**config.mk**
```make
export PLATFORM = sky130hd
export DESIGN_NAME = mul16_iter
export DESIGN_NICKNAME = d
export VERILOG_FILES = /design/src/rtl/mul16_pkg.sv /design/src/rtl/mul_seq_ctrl.sv /design/src/rtl/mul_shift_add.sv /design/src/rtl/mul16_iter.sv
export SDC_FILE = /design/constraint.sdc
export NUM_CORES = 1
export LEC_CHECK = 0
export BUFFER_PORTS_ARGS = -buffer_cell sky130_fd_sc_hd__buf_2
export CORE_MARGIN = 1
export CORE_UTILIZATION = 40
export CTS_CLUSTER_DIAMETER = 80
export DETAILED_ROUTE_END_ITERATION = 12
export HOLD_SLACK_MARGIN = 0.05
export PLACE_DENSITY_LB_ADDON = 0.2
export SYNTH_ARGS = -nofsm -noshare
export SYNTH_HDL_FRONTEND = slang
export SYNTH_SLANG_ARGS = --single-unit
```
**constraint.sdc**
```tcl
create_clock -name clk_i -period 3.1 [get_ports clk_i]
set_clock_uncertainty 0.05 [all_clocks]
set_input_delay 0.465 -clock clk_i [delete_from_list [all_inputs] [get_ports clk_i]]
set_output_delay 0.465 -clock clk_i [all_outputs]
set_load 0.005 [all_outputs]
```
**src/rtl/mul16_pkg.sv**
```systemverilog
package mul16_pkg;
  typedef struct packed {
    logic n;
    logic z;
    logic v;
    logic c;
  } mul_flags_t;
endpackage

```
**src/rtl/mul_seq_ctrl.sv**
```systemverilog
module mul_seq_ctrl #(
  parameter int unsigned STEPS   = 16,
  parameter int unsigned LATENCY = 70
) (
  input  logic clk_i,
  input  logic rst_ni,
  input  logic start_i,
  output logic load_o,
  output logic step_o,
  output logic finish_o,
  output logic busy_o,
  output logic done_o
);
  localparam int unsigned CW = $clog2(LATENCY + 1);
  localparam logic [CW-1:0] LAST  = CW'(LATENCY - 1);
  localparam logic [CW-1:0] NSTEP = CW'(STEPS);

  logic          busy_q, done_q;
  logic [CW-1:0] cnt_q;

  assign load_o   = start_i && !busy_q;
  assign step_o   = busy_q && (cnt_q < NSTEP);
  assign finish_o = busy_q && (cnt_q == LAST);
  assign busy_o   = busy_q;
  assign done_o   = done_q;

  always_ff @(posedge clk_i or negedge rst_ni) begin
    if (!rst_ni) begin
      busy_q <= 1'b0;
      done_q <= 1'b0;
      cnt_q  <= '0;
    end else begin
      done_q <= finish_o;
      if (load_o) begin
        busy_q <= 1'b1;
        cnt_q  <= '0;
      end else if (finish_o) begin
        busy_q <= 1'b0;
        cnt_q  <= '0;
      end else if (busy_q) begin
        cnt_q <= cnt_q + 1'b1;
      end
    end
  end

  AST_DONE_ONE_CYCLE: assert property (@(posedge clk_i) disable iff (!rst_ni)
    done_q |=> !done_q);
  AST_RUN_ADVANCES: assert property (@(posedge clk_i) disable iff (!rst_ni)
    (busy_q && cnt_q != LAST) |=> (busy_q && cnt_q == $past(cnt_q) + 1'b1));
  AST_DONE_ENDS_BUSY: assert property (@(posedge clk_i) disable iff (!rst_ni)
    finish_o |=> (done_q && !busy_q));
endmodule

```
**src/rtl/mul_shift_add.sv**
```systemverilog
module mul_shift_add #(
  parameter int unsigned WIDTH = 16
) (
  input  logic             clk_i,
  input  logic             rst_ni,
  input  logic             load_i,
  input  logic             step_i,
  input  logic             finish_i,
  input  logic             signed_i,
  input  logic [WIDTH-1:0] op_a_i,
  input  logic [WIDTH-1:0] op_b_i,
  output logic [2*WIDTH-1:0] result_o
);
  localparam int unsigned PW = 2 * WIDTH;

  logic [PW-1:0]    mcand_q, acc_q;
  logic [WIDTH-1:0] mplier_q;
  logic             neg_q;
  logic [WIDTH-1:0] mag_a, mag_b;

  // magnitudes; -2^(W-1) maps to 2^(W-1), which still fits unsigned
  assign mag_a = (signed_i && op_a_i[WIDTH-1]) ? (~op_a_i + 1'b1) : op_a_i;
  assign mag_b = (signed_i && op_b_i[WIDTH-1]) ? (~op_b_i + 1'b1) : op_b_i;

  always_ff @(posedge clk_i or negedge rst_ni) begin
    if (!rst_ni) begin
      mcand_q  <= '0;
      mplier_q <= '0;
      acc_q    <= '0;
      neg_q    <= 1'b0;
    end else if (load_i) begin
      mcand_q  <= {{WIDTH{1'b0}}, mag_a};
      mplier_q <= mag_b;
      acc_q    <= '0;
      neg_q    <= signed_i && (op_a_i[WIDTH-1] ^ op_b_i[WIDTH-1]);
    end else if (step_i) begin
      if (mplier_q[0]) acc_q <= acc_q + mcand_q;
      mcand_q  <= mcand_q << 1;
      mplier_q <= mplier_q >> 1;
    end
  end

  assign result_o = neg_q ? (~acc_q + 1'b1) : acc_q;

  AST_MPLIER_DRAINED: assert property (@(posedge clk_i) disable iff (!rst_ni)
    finish_i |-> (mplier_q == '0));
  AST_STEP_ONLY_RUNNING: assert property (@(posedge clk_i) disable iff (!rst_ni)
    (!step_i && !load_i) |=> ($stable(acc_q) && $stable(mplier_q)));
endmodule

```
**src/rtl/mul16_iter.sv**
```systemverilog
module mul16_iter
  import mul16_pkg::*;
#(
  parameter int unsigned WIDTH   = 16,
  parameter int unsigned LATENCY = 70
) (
  input  logic               clk_i,
  input  logic               rst_ni,
  input  logic               start_i,
  input  logic               signed_i,
  input  logic [WIDTH-1:0]   op_a_i,
  input  logic [WIDTH-1:0]   op_b_i,
  output logic               busy_o,
  output logic               done_o,
  output logic [2*WIDTH-1:0] product_o,
  output logic               flag_n_o,
  output logic               flag_z_o,
  output logic               flag_v_o,
  output logic               flag_c_o
);
  localparam int unsigned PW = 2 * WIDTH;

  logic          load, step, finish;
  logic [PW-1:0] result, product_q;
  mul_flags_t    flags_q;

  mul_seq_ctrl #(.STEPS(WIDTH), .LATENCY(LATENCY)) u_ctrl (
    .clk_i    (clk_i),
    .rst_ni   (rst_ni),
    .start_i  (start_i),
    .load_o   (load),
    .step_o   (step),
    .finish_o (finish),
    .busy_o   (busy_o),
    .done_o   (done_o)
  );

  mul_shift_add #(.WIDTH(WIDTH)) u_dp (
    .clk_i    (clk_i),
    .rst_ni   (rst_ni),
    .load_i   (load),
    .step_i   (step),
    .finish_i (finish),
    .signed_i (signed_i),
    .op_a_i   (op_a_i),
    .op_b_i   (op_b_i),
    .result_o (result)
  );

  always_ff @(posedge clk_i or negedge rst_ni) begin
    if (!rst_ni) begin
      product_q <= '0;
      flags_q   <= '0;
    end else if (finish) begin
      product_q <= result;
      flags_q.n <= result[PW-1];
      flags_q.z <= (result == '0);
      flags_q.v <= 1'b0;
      flags_q.c <= 1'b0;
    end
  end

  assign product_o = product_q;
  assign flag_n_o  = flags_q.n;
  assign flag_z_o  = flags_q.z;
  assign flag_v_o  = flags_q.v;
  assign flag_c_o  = flags_q.c;

  AST_HOLD_RESULT: assert property (@(posedge clk_i) disable iff (!rst_ni)
    !done_o |-> ($stable(product_o) && $stable(flags_q)));
  AST_NEG_FLAG: assert property (@(posedge clk_i) disable iff (!rst_ni)
    done_o |-> (flag_n_o == product_o[PW-1]));
  AST_ZERO_FLAG: assert property (@(posedge clk_i) disable iff (!rst_ni)
    done_o |-> (flag_z_o == (product_o == '0)));
  AST_DONE_IDLE: assert property (@(posedge clk_i) disable iff (!rst_ni)
    done_o |-> (!busy_o && $past(busy_o)));
endmodule

```
# [After elaboration in Yosys (flattened, before gate mapping)]
# Index checks and enable logic that the tools add are counted.
[classes] add_sub_neg=5 n_mux=15 eq_ne=1 n_lt_le_gt_ge=1 n_bitwise=4 n_reduce_logical=13
[ops] op="2-to-1 mux 32 bit" n=6
[ops] op="2-to-1 mux 16 bit" n=4
[ops] op="adder 16 x 1 -> 16 bit (second input constant)" n=2
[ops] op="adder 32 x 1 -> 32 bit (second input constant)" n=1
[ops] op="adder 32 bit" n=1
[ops] op="zero test 32 bit" n=1
[ops] op="inverter 16 bit" n=2
[ops] op="inverter 32 bit" n=1
[ops] op="2-to-1 mux 7 bit" n=3
[ops] op="adder 7 x 1 -> 7 bit (second input constant)" n=1
[ops] op="== test 7 bit (second input constant)" n=1
[ops] op="< comparator 7 x 5 -> 1 bit (second input constant)" n=1
[ops] op="logical AND 1 bit" n=6
[ops] op="nonzero test 2 bit" n=3
[ops] op="nonzero test 3 bit" n=1
[ops] op="2-to-1 mux 1 bit" n=2
[ops] op="AND reduction 2 bit" n=1
[ops] op="zero test 1 bit" n=1
[ops] op="XOR 1 bit" n=1
[totals] word_cells=49 out_inout_bits=38 regBits=124 inputBits=36

# [Logic depth before layout (Yosys ltp)]
# Gate-level depths: netlist of run 1.
[logic_depth] ltp_word=4 ltp_mapped=11 depth_no_buf=11

# [By module]
# A second synthesis of run 1 with hierarchy kept.
[hier_totals] hier_cells=874 hier_area_um2=8095.3
[modules_own_cells] module="mul_shift_add" instances=1 area_per_inst_um2=6293.5 cells_each=741 seq_area_each_um2=2026.9
[modules_own_cells] module="mul16_iter" instances=1 area_per_inst_um2=1328.8 cells_each=86 seq_area_each_um2=825.8
[modules_own_cells] module="mul_seq_ctrl" instances=1 area_per_inst_um2=473.0 cells_each=47 seq_area_each_um2=225.2

# [Worst setup path after synthesis of run 1]
# No wires, ideal clock.
[synth_timing] path_kind="register -> register" start="reg u_dp.acc_q[10]" end="reg flags_q, in the netlist flag_z_o" synth_period_minus_slack_ps=3060 required_time_ps=2983 path_buffers=2 path_slack_ps=40 path_stages_with_launch=11 setup_ps=67 arrival_ps=2942 path_cell_list="dfrtp_1 > buf_6 > or4_4 > or4_1 > buf_2 > nor3_1 > mux2i_1 > a311oi_1 > or4_1 > nor4_1 > a32o_1"
[synth_via] elab_chain_len=4
[synth_rtl] item="start, declared" line_no="mul_shift_add.sv:16" text="logic [PW-1:0] mcand_q, acc_q;"
[synth_rtl] item="start signal, assigned" line_no="mul_shift_add.sv:37" text="if (mplier_q[0]) acc_q <= acc_q + mcand_q;"
[synth_rtl] item="inverter 32 bit" line_no="mul_shift_add.sv:43" text="assign result_o = neg_q ? (~acc_q + 1'b1) : acc_q;"
[synth_rtl] item="adder 32 x 1 -> 32 bit" line_no="mul_shift_add.sv:43"
[synth_rtl] item="2-to-1 mux 32 bit (*)" line_no="mul_shift_add.sv:43"
[synth_rtl] item="zero test 32 bit (*)" line_no="mul16_iter.sv:57" text="flags_q.z <= (result == '0);"
[synth_rtl] item="end, declared" line_no="mul16_iter.sv:25" text="mul_flags_t flags_q;"
# Mark *: on every way between the ends. The rest lies on a longest branch, timed or not.
# A chain may end at the register's enable or synchronous reset.

# [Final worst setup path of run 1]
[layout_timing] start="reg u_dp.acc_q[4]" end="reg flags_q, in the netlist flag_z_o"
# The elaborated chain is that of the path after synthesis.

==> reports/metrics.yaml, run 1 <==
run_status:
  outcome: "complete, no violations"
place:
  io_buffers: 71
  dp_slack_ns: -0.0157
  dp_hpwl_mm: 14.2
  placed_cell_area_um2: 9190
  place_congestion: 0.892
floorplanning:
  die_y_um: 147
  start_util_pct: 41.0
  design.core.area_um2: 20400
  ioPinCount: 74
  die-width_um: 147
  floorplan.die_area_um2: 21500
  rows: 52
pwr:
  power_leakage_nw: 4.41
  power_density_nw_per_um2: 994
  p_sw_mw: 4.11
  swShare_pct: 41.7
  p_int_mw: 5.74
  combPwrFrac_pct: 49.7
  ir_worst_vdd_v: 0.000424
  clkPwrFrac_pct: 20.9
  pwr-share-seq_pct: 29.4
final_layout:
  drive_gt1_share_pct: 17.6
  final_cell_mix: "dfrtp_1 (121), a21oi_1 (102), nand2_1 (91), nor2_1 (90), o21ai_0 (86)"
  nets: 1139
  fill_cells: 1981
  layout_commonest_cell: "dfrtp_1"
  area_delta_synth_final_pct: 18.5
  post-route-cell-area_um2: 9900
  diodes: 0
global_route:
  grtUsageTotal_pct: 18.8
  grt_max_degree: 68
  grt_pass1_wl_mm: 32.7
  gr-usage-met3_pct: 3.94
  grt_pass1_vias: 6558
  grt.met1_usage_pct: 27.4
  met2_usage_pct: 27.7
  grt-busiest-layer: "met2"
  overflow: 0
  antenna_found_initial: 0
clocking:
  clkSinkCount: 123
  path_clk_slew_ns: 0.06
  clock_latency_ns: 0.42
  cts-root-buf: "clkbuf_16"
  cts_tree: "done"
  cts_buffers: 17
  cts_max_level: 4
  clock_path_buffers: 2
logic_synthesis:
  synth_flop_cell: "dfrtp_1"
  synth-seq-cells: 123
  synth.distinct_cells: 63
  ys_seq_area_share_pct: 36.8
  syn_inst: 987
  async_reset_ff_share_pct: 100
  synth_area_um2: 8360
  syn_avg_cell_area_um2: 8.47
  yosys_warnings: 0
  synth-edff-count: 0
sta:
  setup_viol: 0
  fin_crit_ns: 3.00
  setup_slack_ns: 0.0959
  finalHoldViolations: 0
  slew_violations: 0
  relSlewSlack_pct: 52.9
  holdWs_ns: 0.0165
  worstMarginPinSlew_ns: 0.706
  period_share_pct: 96.9
  clock.fmax_mhz: 333
route:
  first_pass_iters: 5
  ant_nets: 0
  vias: 7170
  first_iter_violations: 294
  viasPerCell: 5.32
  post-route-drc-count: 0
  avgRoutedWirePerCell_um: 14.4
  wl_mm: 19.4
critical_path:
  critPathLaunchType: "flop"
  required_ns: 3.36
  critPathMaxFanout: 6
  critPathArrivalTime_ns: 3.26
  end_kind: "flop"
  crit_type: "flop to flop"
min_path:
  hold_class: "input port to asynchronous set/reset pin"
job:
  drv_cap: 0
-- worst paths after layout --
check,from,to,slack [ns],cells past startpoint
max,u_dp.acc_q[4],flag_z_o,0.1,9
min,rst_ni,product_o[2],0.02,1
max reg2reg,u_dp.acc_q[4],flag_z_o,0.1,9
min reg2reg,u_dp.mcand_q[28],u_dp.mcand_q[29],0.46,2
max in group asynchronous,rst_ni,u_dp.acc_q[22],2.21,2
min in group clk_i,start_i,u_ctrl.cnt_q[1],0.24,2
-- kinds of logic (layout without fill, tap and decap cells) --
family          after synthesis  in the layout  synth area share [%]
other cells                   1              2                0.0449
mux                          38             38                  4.60
simple gates                320            320                  18.3
flops                       123            123                  36.8
xor+xnor                     84             84                  8.80
buf+inv                      88            178                  4.42
compound gates              295            295                  21.3
fa+ha+maj                    38             38                  5.78
-- power groups by stage --
stage | combinational, mW | sequential (mW) | clock, mW
finish | 4.89 | 2.89 | 2.06
CTS | 4.78 | 2.88 | 2.10
global route | 5.53 | 3.00 | 2.17
floorplan | 3.50 | 2.75 | 0
detailed placement | 4.75 | 2.91 | 0
global placement | 4.74 | 2.90 | 0
-- sequential cells by signal (all words and copies together) (netlist names) --
register       cells
flag_z_o           1
product_o         32
u_ctrl.busy_o      1
u_ctrl.cnt_q       7
u_ctrl.done_o      1
u_dp.acc_q        32
u_dp.mcand_q      32
u_dp.mplier_q     16
u_dp.neg_q         1
-- through the flow --
step	total power, mW	util [%]	TNS (ns)	cells
floorplan	6.25	-	0	988
global placement	7.63	45.1	0	1314
detailed placement	7.67	45.1	-0.0157	1314
CTS	9.77	48.1	0	1346
global route	10.7	48.6	-0.0288	1348
finish	9.85	48.6	0	1348
-- routing by layer --
layer	part of all wire, %	vias to the layer above
met1	52	3320
li1	-	3695
met3	3.7	20
met2	43	135
met5	0	-
met4	1.4	0
-- worst max-delay path, cell delays in order, from the launching register on --
cell	delay (ns)
dfrtp_2	0.43
or3_1	0.41
or3_4	0.41
buf_4	0.18
or4_4	0.57
nor3b_1	0.17
a21oi_1	0.18
o22ai_1	0.10
and3_1	0.17
a32o_1	0.23
-- area by class of cell --
type	instances	area [um^2]	share of cell area, %
multi-input combinational	777	5020	50.7
timing repair buffer	122	766	7.73
sequential	123	3080	31.1
clock buffer	18	439	4.44
clock inverter	14	170	1.72
inverter	24	90.1	0.910
tap	270	338	3.41
-- what timing repair did --
action	in CTS	in global routing
hold endpoints to repair	0	0
hold buffers	0	0
gates cloned	0	0
pin swaps	0	5
buffers inserted	0	2
setup endpoints to repair	1	2
gates resized for setup	1	21
-- synth_stat cells, types with 8 or more instances --
cell	instances	area, um^2
a211oi_1	10	75.1
a21o_1	8	60.1
a21oi_1	102	510
buf_1	10	37.5
clkbuf_1	44	165
dfrtp_1	123	3080
ha_1	37	463
inv_1	23	86.3
mux2i_1	35	350
nand2_1	92	345
nand2b_1	8	50.1
nand3_1	44	220
nor2_1	91	342
nor3_1	11	55.1
o21a_1	10	75.1
o21ai_0	88	440
o31ai_1	24	180
or3_1	17	106
xnor2_1	37	324
xor2_1	47	412
Power figures use the tool's default switching activity.
==> inputs of run 2 (changes only) <==
CORE_MARGIN = unset   (was 1)
CORE_UTILIZATION = 34   (was 40)
PLACE_DENSITY_LB_ADDON = unset   (was 0.2)
==> run 2 against run 1 <==
Final cell count increased by 3.8%. Power is 2.2% lower. Non-clock buffer count is 2 lower. Sequential power barely moved. Critical path depth did not move. Register-to-register slack got worse by 0.04 ns. Global-route usage shrank 2.4 points. Largest cell class unchanged. Highest routed layer is now met5.
==> reports/metrics.yaml, run 2 (synthesis gave the netlist of run 1 again) <==
run_status:
  outcome: "complete, no violations"
place:
  dp_hpwl_mm: 14.7
  dp_slack_ns: 0.0333
  place_congestion: 0.898
  io_buffers: 71
sta:
  clock.fmax_mhz: 328
  fin_tns_setup_ns: 0
  holdWs_ns: 0.0873
  slew_violations: 0
  setup_slack_ns: 0.0519
  setup_viol: 0
  worstMarginPinSlew_ns: 0.800
  relSlewSlack_pct: 46.7
  period_share_pct: 98.3
  fin_crit_ns: 3.05
  rsz0062_at_grt: "yes"
  finalHoldViolations: 0
critical_path:
  cp.depth: 9
  critPathMaxFanout: 5
  crit_path_frequent_cell: "or4_4"
  path_buf_inv: 1
  crit_type: "flop to flop"
  critPathTopFamily: "simple AND/OR/NAND/NOR gates"
  critPathLaunchType: "flop"
  required_ns: 3.36
  slowest_delay_ns: 0.58
  critPathArrivalTime_ns: 3.30
  reg2reg_depth: 9
  path_cells: "or4_4 > or4_1 > buf_4 > or4_4 > nor3b_1 > a21oi_1 > o22ai_1 > and3_1 > a32o_1"
  end_kind: "flop"
  critPathSlowestCell: "or4_4"
global_route:
  grtUsageTotal_pct: 16.3
  grt_pass1_wl_mm: 33.5
  grt_max_degree: 68
  grt_pass1_vias: 6795
  overflow: 0
  antenna_found_initial: 2
final_layout:
  final_cell_mix: "dfrtp_1 (123), a21oi_1 (102), nand2_1 (91), nor2_1 (90), o21ai_0 (85)"
  nets: 1137
  layout_commonest_cell: "dfrtp_1"
  final_core_util_pct: 40.6
  area_delta_synth_final_pct: 17.6
  diodes: 0
  drive_gt1_share_pct: 15.5
route:
  first_iter_violations: 335
  ant_nets: 0
  first_pass_iters: 4
  wl_mm: 19.9
  post-route-drc-count: 0
  avgRoutedWirePerCell_um: 14.2
  vias: 7216
  viasPerCell: 5.16
clocking:
  path_clk_slew_ns: 0.06
  clkSinkCount: 123
  clock_path_buffers: 2
  cts_buffers: 17
  cts-root-buf: "clkbuf_16"
  cts_max_level: 4
  cts_tree: "done"
  clock_latency_ns: 0.42
pwr:
  power_leakage_nw: 4.37
  ir_worst_vdd_v: 0.000598
  power_density_nw_per_um2: 980
  total_power_mw: 9.63
job:
  drv_cap: 0
floorplanning:
  die_y_um: 159
  floorplan.die_area_um2: 25200
  start_util_pct: 34.5
  ioPinCount: 74
  die-width_um: 159
  design.core.area_um2: 24200
  rows: 57
min_path:
  hold_class: "input port to asynchronous set/reset pin"
[run 2: final cells by class]
| class | count | area (um^2) |
|---|---|---|
| tap | 324 | 405 |
| timing repair buffer | 120 | 763 |
| fill | 2444 | 14400 |
| multi-input combinational | 777 | 4940 |
| inverter | 24 | 90.1 |
| clock buffer | 23 | 458 |
| sequential | 123 | 3080 |
| clock inverter | 8 | 95.1 |
[run 2: routing by layer]
metal | track usage (%) | vias to the layer above | wire length [um]
met2 | 24.8 | 157 | 8580
li1 | - | 3713 | -
met5 | 0 | - | 13
met4 | 5.47 | 2 | 280
met1 | 22.6 | 3322 | 10100
met3 | 4.00 | 22 | 979
[run 2: worst paths after layout]
path	startpoint	to	slack, ns
worst max register to register	u_dp.acc_q[12]	flag_z_o	0.05
min in group clk_i	start_i	u_ctrl.cnt_q[1]	0.26
worst min register to register	u_dp.mcand_q[22]	u_dp.mcand_q[23]	0.46
max in group asynchronous	rst_ni	u_dp.acc_q[12]	2.11
worst max-delay path	u_dp.acc_q[12]	flag_z_o	0.05
worst min-delay path	rst_ni	u_dp.mcand_q[31]	0.09
[run 2: where the power goes]
part	switching [mW]	internal, mW	total (mW)
Clock	0.707	1.19	1.90
Combinational	2.68	2.16	4.84
Sequential	0.636	2.26	2.89
[run 2: stage by stage]
stage / instances / instance area, um^2
2_1_floorplan: 988 / 8360
3_3_place_gp: 1368 / 9270
3_5_place_dp: 1368 / 9270
6_report: 1399 / 9830
4_1_cts: 1399 / 9820
5_1_grt: 1399 / 9830
[run 2: repair_timing]
item,in CTS,in global routing
hold buffers,0,0
setup endpoints to repair,0,8
resized for setup,0,6
setup buffers,0,0
